**src/rtl/wpt_unit.sv**
```systemverilog
module wpt_unit #(
  parameter int NCMP = 4,
  parameter int W = 32,
  parameter bit LINK2_EN = 1'b1,
  localparam int SW = $clog2(NCMP)
) (
  input  logic            clk,
  input  logic            rst_n,
  input  logic            cfg_we,
  input  logic [SW-1:0]   cfg_sel,
  input  logic [1:0]      cfg_reg,
  input  logic [W-1:0]    cfg_wdata,
  input  logic [NCMP-1:0] flag_rd,
  input  logic            acc_valid,
  input  logic            acc_write,
  input  logic            acc_fault,
  input  logic            acc_first,
  input  logic [1:0]      acc_size,
  input  logic [W-1:0]    acc_addr,
  input  logic [W-1:0]    acc_data,
  input  logic            pc_valid,
  input  logic [W-1:0]    pc_value,
  input  logic [W-1:0]    cyc_count,
  output logic [NCMP-1:0] act_pc,
  output logic [NCMP-1:0] act_data,
  output logic [NCMP-1:0] act_offs,
  output logic [NCMP-1:0] act_halt,
  output logic [NCMP-1:0] act_trig,
  output logic [NCMP-1:0] matched
);
  localparam int FW = 18;

  logic [W-1:0]  ref_q [NCMP];
  logic [3:0]    msk_q [NCMP];
  logic [FW-1:0] fn_q  [NCMP];

  logic [NCMP-1:0] n_pc, n_data, n_offs, n_halt, n_trig, n_any;
  logic [15:0] ahit;
  logic [1:0]  sl;
  logic        dm, qual, dv_hit;
  logic [3:0]  lk0, lk1;
  logic [1:0]  dsz;

  function automatic logic [FW-1:0] fn_keep(int i);
    if (i == 0) return 18'h0003F;
    if (i == 1) return 18'h3FF5F;
    return 18'h0001F;
  endfunction

  assign sl  = (acc_size == 2'd3) ? 2'd2 : acc_size;
  assign dm  = fn_q[1][6];
  assign dsz = fn_q[1][9:8];
  assign lk0 = fn_q[1][13:10];
  assign lk1 = fn_q[1][17:14];

  for (genvar g = 0; g < NCMP; g++) begin : g_addr
    logic [3:0] eff;
    assign eff = (msk_q[g] > {2'b0, sl}) ? msk_q[g] : {2'b0, sl};
    assign ahit[g] = ((acc_addr ^ ref_q[g]) >> eff) == '0;
  end
  if (NCMP < 16) begin : g_pad
    assign ahit[15:NCMP] = '0;
  end

  assign qual   = ahit[lk0] | (LINK2_EN & ahit[lk1]);
  assign dv_hit = (dsz == 2'd0) ? (acc_data[7:0] == ref_q[1][7:0]) :
                  (dsz == 2'd1) ? (acc_data[15:0] == ref_q[1][15:0]) :
                                  (acc_data == ref_q[1]);

  always_comb begin
    logic cyc, ovr, ah, pe, rd, wr, ev, wp, wd, h, t, er;
    logic [3:0] code;
    for (int i = 0; i < NCMP; i++) begin
      cyc  = (i == 0) && fn_q[i][5];
      ovr  = dm && (i != 1) && (lk0 == 4'(i) || (LINK2_EN && lk1 == 4'(i)));
      if (i == 1 && dm) ah = acc_valid && !acc_fault && qual && dv_hit;
      else              ah = acc_valid && ahit[i] && !cyc;
      if (cyc) pe = ((cyc_count ^ ref_q[i]) >> msk_q[i]) == '0;
      else     pe = pc_valid && !(i == 1 && dm) && (((pc_value ^ ref_q[i]) >> msk_q[i]) == '0);
      rd   = ah && !acc_write;
      wr   = ah && acc_write;
      code = fn_q[i][3:0];
      er   = fn_q[i][4];
      ev = 1'b0; wp = 1'b0; wd = 1'b0; h = 1'b0; t = 1'b0;
      case (code)
        4'd1:  begin ev = ah; wp = 1'b1; end
        4'd2:  begin ev = ah; wd = 1'b1; end
        4'd3:  begin ev = ah; wp = 1'b1; wd = 1'b1; end
        4'd4:  h = pe;
        4'd5:  h = rd;
        4'd6:  h = wr;
        4'd7:  h = ah;
        4'd8:  t = pe;
        4'd9:  t = rd;
        4'd10: t = wr;
        4'd11: t = ah;
        4'd12: begin ev = rd; wd = !er; end
        4'd13: begin ev = wr; wd = !er; end
        4'd14: begin ev = rd; wp = 1'b1; wd = 1'b1; end
        4'd15: begin ev = wr; wp = 1'b1; wd = 1'b1; end
        default: ;
      endcase
      n_pc[i]   = ev && wp && !er && acc_first && !ovr;
      n_data[i] = ev && wd && !acc_fault && !ovr;
      n_offs[i] = ev && er && !ovr;
      n_halt[i] = h && !ovr;
      n_trig[i] = t && !ovr;
    end
  end

  assign n_any = n_pc | n_data | n_offs | n_halt | n_trig;

  always_ff @(posedge clk or negedge rst_n) begin
    if (!rst_n) begin
      for (int i = 0; i < NCMP; i++) begin
        ref_q[i] <= '0;
        msk_q[i] <= '0;
        fn_q[i]  <= '0;
      end
      act_pc <= '0; act_data <= '0; act_offs <= '0;
      act_halt <= '0; act_trig <= '0; matched <= '0;
    end else begin
      for (int i = 0; i < NCMP; i++) begin
        if (cfg_we && cfg_sel == SW'(i)) begin
          case (cfg_reg)
            2'd0: ref_q[i] <= cfg_wdata;
            2'd1: msk_q[i] <= cfg_wdata[3:0];
            2'd2: fn_q[i]  <= cfg_wdata[FW-1:0] & fn_keep(i);
            default: ;
          endcase
        end
      end
      act_pc   <= n_pc;
      act_data <= n_data;
      act_offs <= n_offs;
      act_halt <= n_halt;
      act_trig <= n_trig;
      matched  <= (matched & ~flag_rd) | n_any;
    end
  end

  for (genvar g = 0; g < NCMP; g++) begin : g_chk
    assert_flag_on_act_R10: assert property (@(posedge clk) disable iff (!rst_n)
      (act_pc[g] | act_data[g] | act_offs[g] | act_halt[g] | act_trig[g]) |-> matched[g]);
    assert_flag_hold_R10: assert property (@(posedge clk) disable iff (!rst_n)
      (matched[g] && !flag_rd[g]) |=> matched[g]);
    assert_flag_clear_R10: assert property (@(posedge clk) disable iff (!rst_n)
      (flag_rd[g] && !n_any[g]) |=> !matched[g]);
    assert_pc_or_offs_R4: assert property (@(posedge clk) disable iff (!rst_n)
      !(act_pc[g] && act_offs[g]));
    assert_fault_no_data_R5: assert property (@(posedge clk) disable iff (!rst_n)
      (acc_valid && acc_fault) |=> !act_data[g]);
    if (g != 1) begin : g_ovr
      assert_link_quiet_R8: assert property (@(posedge clk) disable iff (!rst_n)
        (fn_q[1][6] && fn_q[1][13:10] == 4'(g)) |=>
        !(act_pc[g] | act_data[g] | act_offs[g] | act_halt[g] | act_trig[g]));
    end
  end
endmodule

```
**config.mk**
```make
export PLATFORM = sky130hd
export DESIGN_NAME = wpt_unit
export DESIGN_NICKNAME = d
export VERILOG_FILES = /design/src/rtl/wpt_unit.sv
export SDC_FILE = /design/constraint.sdc
export NUM_CORES = 1
export LEC_CHECK = 0
export BUFFER_PORTS_ARGS = -buffer_cell sky130_fd_sc_hd__clkbuf_2
export CAP_MARGIN = 20
export CELL_PAD_IN_SITES_DETAIL_PLACEMENT = 1
export CELL_PAD_IN_SITES_GLOBAL_PLACEMENT = 2
export CORE_MARGIN = 2
export CORE_UTILIZATION = 25
export DETAILED_ROUTE_END_ITERATION = 16
export PLACE_DENSITY_LB_ADDON = 0.1
export SLEW_MARGIN = 25
export SYNTH_ARGS = -nofsm -noshare
export SYNTH_HDL_FRONTEND = slang
export SYNTH_SLANG_ARGS = --single-unit
```
**constraint.sdc**
```tcl
create_clock -name clk -period 8.09 [get_ports clk]
set_input_delay 0.809 -clock clk [delete_from_list [all_inputs] [get_ports clk]]
set_output_delay 0.809 -clock clk [all_outputs]
set_load 0.005 [all_outputs]
```
==> metrics.md <==
| Metric | Value |
|---|---|
| DRC | `0` |
| I/O Buffers | `201` |
| Num rows | `89` |
| Area grow syn2layout | `16.37%` |
| DP Wirelength | `55.51 mm` |
| Synth unique cells | `94` |
| Root buffer cell | `clkbuf_16` |
| Routability Congestion | `0.8620` |
| Post-Syn Nets | `1690` |
| Comb pwr share | `0.413` |
| Synthesized cell area | `0.01480 mm2` |
| Crit-path cells | `clkinv_1 > ha_1 > o21bai_1 > mux2i_1 > and2_1 > mux2i_1 > a2111oi_2 > nand2_1 > and4bb_1 > a2111oi_1` |
| Seq/Total Area, Yosys | `0.3382` |
| Die X | `247.3 um` |
| Routed vias/inst | `5.196` |
| Leak Pwr | `7.030 nW` |
| Core region area | `0.05880 mm2` |
| Clk pin slew, worst setup/hold paths | `90 ps` |
| Initial core utilization | `0.2517` |
| P_sw | `1.926 mW` |
| RSZ-0062 raised after global routing | `false` |
| Crit start category | `flop` |
| Synth top area share | `0.3382` |
| Layout cells sized above 1 | `0.2644` |
| Total number of vias | `12800` |
| CP peak stage delay | `950 ps` |
| Critical path peak fanout | `23` |
| Tcrit/Tclk final | `0.5723` |
| Initial drt markers | `696` |
| Final wirelength | `69.26 mm` |
| Crit. path cell count | `10` |
| Buf/Inv on CP | `1` |
| Initial antenna violation count | `6` |
| Total Nets Final | `1856` |
| Vias in the first global route | `13420` |
| Worst reg2reg path depth | `10` |
| DRT Pass-1 Iters | `6` |
| CP max stage cell | `a2111oi_2` |
| Post-synth EDFFs | `0` |
| Status | `completed` |
| Clock Sink Count | `200` |
| Net Sw Frac | `0.4459` |
| Ys async rst share | `1.000` |
| Drt wl/cell | `28.12 um` |
| Clock buffer depth | `2` |
| TritonCTS clock tree | `done` |
| Synthesized area per cell | `9.812 um2` |
| Max IR drop VDD | `0.1769 mV` |
| Dpl cell area | `0.01659 mm2` |
| Setup CP Type | `flop to flop` |
| # setup viols final | `0` |
| Seq cells post-synth | `200` |
| Layout Utilization | `0.2929` |
| Sequential power share | `0.369` |
| GRT Total Usage | `0.2292` |
| Clk_lat worst skew | `520 ps` |
| Peak Freq | `216.0 MHz` |
| Post-route setup TNS | `0 ps` |
| Number of fill cells | `6822` |
| Gate Count Post-Synth | `1508` |
| Clock power frac | `0.218` |
| Power Internal | `2.394 mW` |
| Die Height | `247.3 um` |
| CP Capture Type | `flop` |
| Cts bufs inserted | `17` |
| Die area | `0.06115 mm2` |
| Measured slew at the worst slew-check pin | `1038 ps` |
| Min Tclk post-route | `4630 ps` |
| P per Cell Area | `250.9 mW/mm2` |
| Worst Path Arrival | `5010 ps` |
| Multi-input logic area | `0.009389 mm2` |
| Number of top-level pins | `202` |
| Endpoints failing hold | `0` |
| Post-Layout Inst Area | `0.01722 mm2` |
| Post-CTS setup buffer count | `0` |
| CTS Hold Buffers Added | `0` |
| H-tree lvl count | `4` |
| Hold WC Path Type | `input pin to asynchronous set/reset pin` |
| Crit path top cell by count | `mux2i_1` |
| Slew HR | `0.3014` |
| Gr ovfl total | `0` |
| Main synth FF type | `dfrtp_1` |
| Largest net degree at the start of global routing | `92` |
| Yosys warns | `0` |
| Antenna Nets Post-Route | `0` |
| Max-cap violations | `0` |
| Synth top area cells | `dfrtp_1, mux2_2, xnor2_1` |
| First-pass GRT wire length | `99.26 mm` |
| CP required | `8470 ps` |
| Clk_skew | `28.31 ps` |
| Post-cts repair resize count | `0` |
| Slew Viols, Final | `0` |
| Register area | `0.005005 mm2` |
| Top delay family on crit path | `compound AO/OA/AOI/OAI gates` |
| Dominant cell type by area after synthesis | `dfrtp_1` |
-- per-stage QoR --
step	cells	hold WS, ps	setup slack (ps)	power [mW]
floorplan	1508	411.7	4325	2.682
global placement	2428	419.0	3241	3.366
detailed placement	2428	430.9	3122	3.381
CTS	2460	338.0	3428	4.348
global route	2460	384.0	3181	4.580
finish	2463	333.2	3460	4.320
-- state kept, by name (all words and copies together) (netlist names) --
register / count
msk_q: 16
act_pc: 4
dm: 1
act_data: 4
dsz: 2
act_offs: 4
ref_q: 128
act_halt: 4
matched: 4
act_trig: 4
fn_q: 29
-- area by class of cell --
cell class                 count  share of cell area
antenna                        3           0.0004360
clock buffer                  18             0.02492
clock inverter                14             0.01112
inverter                      33            0.007194
multi-input combinational   1209              0.5453
sequential                   200              0.2907
tap                          773             0.05617
timing repair buffer         213             0.06423
-- synth_stat cells (all sizes together) (8+ instances only) --
master	count
a21oi	45
mux2i	44
clkbuf	44
a211oi	16
nand2b	8
a31oi	8
a22oi	11
nor3b	18
xnor2	181
inv	31
xor2	147
o211ai	28
o2111ai	11
nand3	25
dfrtp	200
and2	10
and3	13
a2111oi	16
buf	20
mux2	168
nor2	69
nand2	102
nor4	33
o21ai	53
nor3	34
nand3b	8
nand4	35
-- cells by family after synthesis --
kind of cell,synth area share
AO/OA/AOI/OAI,0.1292
XOR/XNOR,0.1941
adder cells (fa/ha/maj),0.003383
buffers and inverters,0.02841
flip-flops,0.3382
multiplexers,0.1618
AND/OR/NAND/NOR,0.1449
-- power groups by stage --
stage          logic (mW)  registers (mW)  clock network, mW
2_1_floorplan        1.26            1.42                  0
4_1_cts              1.78            1.59              0.974
6_report             1.78            1.59              0.942
3_3_place_gp         1.76            1.61                  0
3_5_place_dp         1.77            1.61                  0
5_1_grt              1.95            1.63               1.00
-- routing by layer --
metal	global-route usage	vias to the layer above	wire, um
met2	0.3725	326	32240
met3	0.02724	53	2741
met1	0.3204	6585	32930
li1	-	5832	-
met4	0.06058	2	1338
met5	0	-	13
-- final timing paths --
path,start,to,slack [ps]
worst max-delay path,msk_q[12],act_halt[1],3460
worst min register to register,fn_q[22],act_pc[2],440
worst min-delay path,rst_n,ref_q[74],330
max in group asynchronous,rst_n,act_halt[3],6430
min in group clk,fn_q[22],act_pc[2],440
worst max register to register,msk_q[12],act_halt[1],3460
-- placed cells by master (no fill, tap or decap), types with 15 or more instances in the layout --
master / Yosys / routed
dfrtp_1: 200 / 200
nor4_1: 33 / 33
mux2_2: 167 / 167
o21ai_0: 52 / 52
xor2_1: 147 / 147
nand4_1: 35 / 35
a21oi_1: 44 / 44
xnor2_1: 181 / 181
nor3_1: 34 / 34
mux2i_1: 43 / 43
inv_1: 31 / 31
nand3_1: 25 / 25
nor2_1: 67 / 66
clkbuf_16: 0 / 17
o211ai_1: 28 / 28
a211oi_1: 15 / 15
clkbuf_2: 0 / 200
nand2_1: 102 / 102
Power figures use the tool's default switching activity.
